===== config.mk =====
export PLATFORM = sky130hd
export DESIGN_NAME = ctl_sequencer
export DESIGN_NICKNAME = d
export VERILOG_FILES = /design/src/rtl/ctl_pkg.sv /design/src/rtl/ctl_phase_ring.sv /design/src/rtl/ctl_ucode.sv /design/src/rtl/ctl_jump_gate.sv /design/src/rtl/ctl_alu_mode.sv /design/src/rtl/ctl_sequencer.sv
export SDC_FILE = /design/constraint.sdc
export NUM_CORES = 1
export LEC_CHECK = 0
export BUFFER_PORTS_ARGS = -buffer_cell sky130_fd_sc_hd__clkbuf_2
export CAP_MARGIN = 15
export CORE_MARGIN = 5
export CORE_UTILIZATION = 40
export DETAILED_ROUTE_END_ITERATION = 16
export GPL_TIMING_DRIVEN = 0
export PLACE_DENSITY_LB_ADDON = 0.05
export SLEW_MARGIN = 25
export SYNTH_ARGS = -nofsm -noshare
export SYNTH_HDL_FRONTEND = slang
export SYNTH_SLANG_ARGS = --single-unit

===== constraint.sdc =====
create_clock -name clk -period 1.2 [get_ports clk]
set_input_delay 0.06 -clock clk [delete_from_list [all_inputs] [get_ports clk]]
set_output_delay 0.06 -clock clk [all_outputs]
set_load 0.005 [all_outputs]

===== src/rtl/ctl_pkg.sv =====
package ctl_pkg;
  localparam int OP_W    = 4;
  localparam int IMM_W   = 4;
  localparam int INSTR_W = OP_W + IMM_W;
  localparam int PHASES  = 6;
  localparam int PH_W    = $clog2(PHASES);
  localparam int CW      = 13;
  localparam int MASK_W  = 2;

  localparam int PH_FETCH = 0;
  localparam int PH_INC   = 1;
  localparam int PH_EXEC  = 2;
  localparam int PH_FLAG  = 3;

  // strobe bit positions
  localparam int S_FETCH  = 0;
  localparam int S_IRLD   = 1;
  localparam int S_PCINC  = 2;
  localparam int S_ALD    = 3;
  localparam int S_BLD    = 4;
  localparam int S_IMMOE  = 5;
  localparam int S_ALUOE  = 6;
  localparam int S_CIN    = 7;
  localparam int S_FLGLD  = 8;
  localparam int S_RAMWE  = 9;
  localparam int S_RAMOE  = 10;
  localparam int S_OUTLD  = 11;
  localparam int S_INOE   = 12;

  typedef enum logic [OP_W-1:0] {
    OP_MWC = 4'h0,
    OP_MNC = 4'h1,
    OP_LOG = 4'h2,
    OP_LDA = 4'h3,
    OP_LDB = 4'h4,
    OP_STA = 4'h5,
    OP_LDM = 4'h6,
    OP_OUT = 4'h7,
    OP_INP = 4'h8,
    OP_JMP = 4'h9
  } op_e;

  typedef struct packed {
    logic          jmp_n;
    logic [CW-1:0] strobe;
  } uword_t;
endpackage


===== src/rtl/ctl_phase_ring.sv =====
module ctl_phase_ring
  import ctl_pkg::*;
(
  input  logic            clk,
  input  logic            rst_n,
  output logic [PH_W-1:0] ph_o
);
  localparam logic [PH_W-1:0] LAST = PH_W'(PHASES - 1);

  logic [PH_W-1:0] ph_q;
  logic [PH_W-1:0] ph_d;

  always_comb begin
    if (ph_q == LAST) ph_d = '0;
    else              ph_d = ph_q + 1'b1;
  end

  always_ff @(posedge clk or negedge rst_n) begin
    if (!rst_n) ph_q <= '0;
    else        ph_q <= ph_d;
  end

  assign ph_o = ph_q;
endmodule


===== src/rtl/ctl_ucode.sv =====
module ctl_ucode
  import ctl_pkg::*;
(
  input  logic [OP_W-1:0] op_i,
  input  logic [PH_W-1:0] ph_i,
  output uword_t          word_o
);
  logic [CW-1:0] exec_w;
  logic [CW-1:0] flag_w;
  logic          exec_jmp_n;

  always_comb begin
    exec_w     = '0;
    exec_jmp_n = 1'b1;
    unique case (op_e'(op_i))
      OP_MWC: begin
        exec_w[S_ALUOE] = 1'b1;
        exec_w[S_ALD]   = 1'b1;
        exec_w[S_CIN]   = 1'b1;
      end
      OP_MNC, OP_LOG: begin
        exec_w[S_ALUOE] = 1'b1;
        exec_w[S_ALD]   = 1'b1;
      end
      OP_LDA: begin
        exec_w[S_IMMOE] = 1'b1;
        exec_w[S_ALD]   = 1'b1;
      end
      OP_LDB: begin
        exec_w[S_IMMOE] = 1'b1;
        exec_w[S_BLD]   = 1'b1;
      end
      OP_STA: begin
        exec_w[S_IMMOE] = 1'b1;
        exec_w[S_RAMWE] = 1'b1;
      end
      OP_LDM: begin
        exec_w[S_IMMOE] = 1'b1;
        exec_w[S_RAMOE] = 1'b1;
        exec_w[S_ALD]   = 1'b1;
      end
      OP_OUT: exec_w[S_OUTLD] = 1'b1;
      OP_INP: begin
        exec_w[S_INOE] = 1'b1;
        exec_w[S_ALD]  = 1'b1;
      end
      OP_JMP: exec_jmp_n = 1'b0;
      default: ;
    endcase
  end

  always_comb begin
    flag_w = '0;
    unique case (op_e'(op_i))
      OP_MWC, OP_MNC, OP_LOG: flag_w[S_FLGLD] = 1'b1;
      default: ;
    endcase
  end

  always_comb begin
    word_o.strobe = '0;
    word_o.jmp_n  = 1'b1;
    case (ph_i)
      PH_W'(PH_FETCH): begin
        word_o.strobe[S_FETCH] = 1'b1;
        word_o.strobe[S_IRLD]  = 1'b1;
      end
      PH_W'(PH_INC):  word_o.strobe[S_PCINC] = 1'b1;
      PH_W'(PH_EXEC): begin
        word_o.strobe = exec_w;
        word_o.jmp_n  = exec_jmp_n;
      end
      PH_W'(PH_FLAG): word_o.strobe = flag_w;
      default: ;
    endcase
  end
endmodule


===== src/rtl/ctl_jump_gate.sv =====
module ctl_jump_gate
  import ctl_pkg::*;
(
  input  logic              jmp_n_i,
  input  logic [MASK_W-1:0] mask_i,
  input  logic              carry_n,
  input  logic              zero_n,
  output logic              pc_load_n
);
  logic [MASK_W-1:0] flag_n;
  logic [MASK_W-1:0] term;

  assign flag_n = {zero_n, carry_n};

  for (genvar g = 0; g < MASK_W; g++) begin : g_term
    // each mask bit enables its flag; the partner bit forces the path open
    assign term[g] = mask_i[g] & (mask_i[(g + 1) % MASK_W] | ~flag_n[g]);
  end

  assign pc_load_n = jmp_n_i | ~(|term);
endmodule


===== src/rtl/ctl_alu_mode.sv =====
module ctl_alu_mode
  import ctl_pkg::*;
(
  input  logic [OP_W-1:0] op_i,
  output logic            mode_o
);
  logic [OP_W-1:1] chain;

  assign chain[OP_W-1] = op_i[OP_W-1];
  for (genvar g = OP_W - 2; g >= 1; g--) begin : g_or
    assign chain[g] = chain[g+1] | op_i[g];
  end

  assign mode_o = chain[1];
endmodule


===== src/rtl/ctl_sequencer.sv =====
module ctl_sequencer
  import ctl_pkg::*;
(
  input  logic               clk,
  input  logic               rst_n,
  input  logic [INSTR_W-1:0] instr_i,
  input  logic               carry_n,
  input  logic               zero_n,
  output logic [CW-1:0]      ctrl_o,
  output logic [IMM_W-1:0]   imm_o,
  output logic               pc_load_n,
  output logic               alu_mode
);
  logic [PH_W-1:0]    ph;
  logic [INSTR_W-1:0] ir_q;
  logic [INSTR_W-1:0] ir_d;
  logic               ir_en;
  uword_t             uw;

  ctl_phase_ring u_ring (
    .clk  (clk),
    .rst_n(rst_n),
    .ph_o (ph)
  );

  assign ir_en = (ph == PH_W'(PH_FETCH));

  always_comb begin
    ir_d = ir_q;
    if (ir_en) ir_d = instr_i;
  end

  always_ff @(posedge clk or negedge rst_n) begin
    if (!rst_n) ir_q <= '0;
    else        ir_q <= ir_d;
  end

  ctl_ucode u_ucode (
    .op_i  (ir_q[INSTR_W-1:IMM_W]),
    .ph_i  (ph),
    .word_o(uw)
  );

  ctl_jump_gate u_jgate (
    .jmp_n_i  (uw.jmp_n),
    .mask_i   (ir_q[MASK_W-1:0]),
    .carry_n  (carry_n),
    .zero_n   (zero_n),
    .pc_load_n(pc_load_n)
  );

  ctl_alu_mode u_mode (
    .op_i  (ir_q[INSTR_W-1:IMM_W]),
    .mode_o(alu_mode)
  );

  assign ctrl_o = uw.strobe;
  assign imm_o  = ir_q[IMM_W-1:0];
endmodule


==> run_results.csv <==
group,metric,value,unit
outcome,outcome,"finished with violations",
outcome,violations,"negative setup slack",
logic_synthesis,yosysUniqueCellTypes,29,
sta,tightest_slew,0.3375,ns
critical_path,reg2reg_depth,4,
global_routing,grt_pass1_vias,590,
global_routing,track_usage,0.1394,
finish,multiInputGateArea,431.7,µm²
pwr,sw_frac_of_total,0.2201,
clock_network,cts_root_buffer,"clkbuf_4",
critical_path,max_stage_delay,0.58,ns
pwr,ir_drop,0.7833,mV
sta,post-route-period-util,1.374,
critical_path,required,1.14,ns
floorplan,die_w,50.87,µm
critical_path,crit_end,"ctrl_o[3]",
routing,drt_wl_total,1793,µm
finish,nets,125,
critical_path,path_cells,"or4b_4 > a21oi_2 > a21o_1 > clkbuf_2",
hold_path,holdCritPathClass,"in -> reg",
pwr,seqPwrFrac,0.553,
placement,dp_hpwl,1066,µm
routing,num_vias,625,
pwr,p_int,573.1,µW
sta,timing.hold.ws,0.02932,ns
logic_synthesis,synth_nets,74,
critical_path,cp_max_fo,3,
clock_network,cts_buffers,3,
routing,avgViaCountPerCell,4.921,
critical_path,r2r-end,"ir_q[7]",
global_routing,overflow,0,
placement,port_buffers,30,
clock_network,cts_sinks,11,
routing,antenna_left,0,
placement,gp_congestion,0.7057,
placement,placed_cells,107,
finish,drive_above_1_share,0.7838,
clock_network,clk_latency,0.26,ns
sta,fin_skew,0.003932,ns
sta,rsz0062_at_grt,"true",
logic_synthesis,synth-seq-cells,11,
floorplan,start_util,0.4334,
floorplan,die-area,2588,µm²
sta,period_minus_slack,1.649,ns
global_routing,antenna_found_initial,0,
floorplan,rows,14,
critical_path,crit_start,"u_ring.ph_o[2]",
critical_path,critPathKind,"reg -> out",
pwr,combPwrFrac,0.125,
sta,slew_headroom,0.7742,
critical_path,worst_ep_arrival_time,1.59,ns
routing,wl_per_cell,14.12,µm
critical_path,r2r_slack,-0.31,ns
global_routing,grt_max_degree,12,
placement,placed_area,840.8,µm²
finish,layout_commonest_cell,"clkbuf_2",
finish,area_delta_synth_final,71.54,%
finish,fin_cells,127,
logic_synthesis,avgSynthCellArea,10.95,µm²
global_routing,grt_pass1_wl,2753,µm
sta,hold_viol_final,0,
pwr,p_per_area,641.2,nW/µm²
critical_path,start_kind,"flip-flop",
floorplan,io_pins,31,
finish,stdcell_area,1146,µm²
flow_run,drv_cap,0,
floorplan,die_h,50.87,µm
floorplan,core_area,1541,µm²
routing,first_iter_violations,1,
finish,fillers,110,
clock_network,clkSlewWorstSetupHoldPaths,0.06,ns
logic_synthesis,yosys_warnings,0,
clock_network,htreeDepth,1,
finish,seq_area,281.5,µm²
clock_network,cts_buffer_depth,2,
sta,fin_ws,-0.4489,ns
critical_path,cp_slowest_cell,"or4b_4",
clock_network,cts_tree,"built",
sta,setup_viol,24,
pwr,p_sw,161.7,µW
pwr,leakage,0.5601,nW
logic_synthesis,syn_inst,61,
critical_path,cp-end-kind,"primary output",
routing,drc,0,
pwr,p_clk_frac,0.322,
routing,dr.pass1.iters,4,
sta,drv_slew,0,
sta,max_freq,0.6065,GHz
logic_synthesis,synth_area,668.1,µm²
critical_path,r2r_start,"u_ring.ph_o[0]",
finish,final_cell_mix,"clkbuf_2 (22), buf_4 (14), buf_6 (9), mux2_4 (8)",
finish,antenna_cells,0,
finish,final_util,0.7435,
logic_synthesis,ys_seq_area_frac,0.4120,
how the worst min path moves through the flow:
stage | to | depth (start not counted) | startpoint
2_1_floorplan | ir_q[0] | 0 | rst_n
3_3_place_gp | ir_q[3] | 1 | rst_n
3_5_place_dp | ir_q[3] | 1 | rst_n
4_1_cts | ir_q[1] | 2 | instr_i[1]
5_1_grt | ir_q[0] | 2 | instr_i[0]
6_report | ir_q[0] | 2 | instr_i[0]
what timing repair did:
action	4_1_cts	5_1_grt
hold endpoints to repair	11	0
pin swaps	5	8
setup endpoints to repair	24	24
gates resized for setup	24	19
hold buffers	1	0
cloned	0	0
buffers inserted	8	8
sequential cells by signal (all words and copies together), names as in the netlist:
| register | cells |
|---|---|
| ir_q | 8 |
| u_ring.ph_o | 3 |
cell families after synthesis:
family | count (synthesis) | synth area share
compound gates | 5 | 0.06556
xor+xnor | 1 | 0.01311
fa+ha+maj | 1 | 0.01872
buf+inv | 9 | 0.08426
flops | 11 | 0.4120
mux | 8 | 0.1348
simple gates | 26 | 0.2715
critical path, delay by kind of cell (launching register included):
kind                   cells  cell delay, ns
AOI/OAI and AO/OA          2            0.21
DFF                        1            0.44
and+or+nand+nor            1            0.58
buffers and inverters      1            0.10
layer usage:
metal  vias to the layer above  track usage  share of wire
met5                         -            0              0
met4                         0      0.02553              0
met3                         0      0.06686           0.10
met2                        25       0.2190           0.49
met1                       290       0.1758           0.41
li1                        310            -              -
power by group through the flow:
stage                     Clock [mW]  Combinational (mW)  Sequential [mW]
after global routing           0.273               0.102            0.409
after global placement             0              0.0745            0.406
after detailed placement           0              0.0755            0.406
after CTS                      0.250              0.0869            0.405
final                          0.237              0.0917            0.406
after floorplan                    0              0.0407            0.402
metrics by stage:
step / power, mW / setup slack, ns / TNS [ns]
floorplan: 0.4426 / -0.09031 / -0.8098
global route: 0.7844 / -0.5208 / -8.980
detailed placement: 0.4819 / -0.2235 / -2.772
finish: 0.7349 / -0.4489 / -7.159
CTS: 0.7410 / -0.4456 / -6.665
global placement: 0.4801 / -0.2155 / -2.613
layout make-up:
type | count | share of cell area
Tap cell | 16 | 0.01747
Clock buffer | 4 | 0.02293
Inverter | 2 | 0.008734
Multi-Input combinational cell | 41 | 0.3766
Timing Repair Buffer | 47 | 0.2893
Sequential cell | 11 | 0.2456
Buffer | 6 | 0.03930
synth_stat cells, drive strengths merged:
master | number | area share
o21ba | 1 | 0.015
nand2b | 2 | 0.019
nand3 | 1 | 0.0075
mux2 | 8 | 0.13
o2111ai | 1 | 0.013
buf | 6 | 0.067
a21o | 2 | 0.024
nor4b | 2 | 0.036
nor2b | 2 | 0.019
nor2 | 5 | 0.028
or4b | 1 | 0.021
and2 | 2 | 0.021
xor2 | 1 | 0.013
ha | 1 | 0.019
nand2 | 2 | 0.011
nor3b | 3 | 0.041
dfrtp | 11 | 0.41
or3 | 1 | 0.0094
clkbuf | 1 | 0.0056
and3 | 2 | 0.021
inv | 2 | 0.011
nor3 | 3 | 0.039
a21oi | 1 | 0.013
Power figures use the tool's default switching activity.
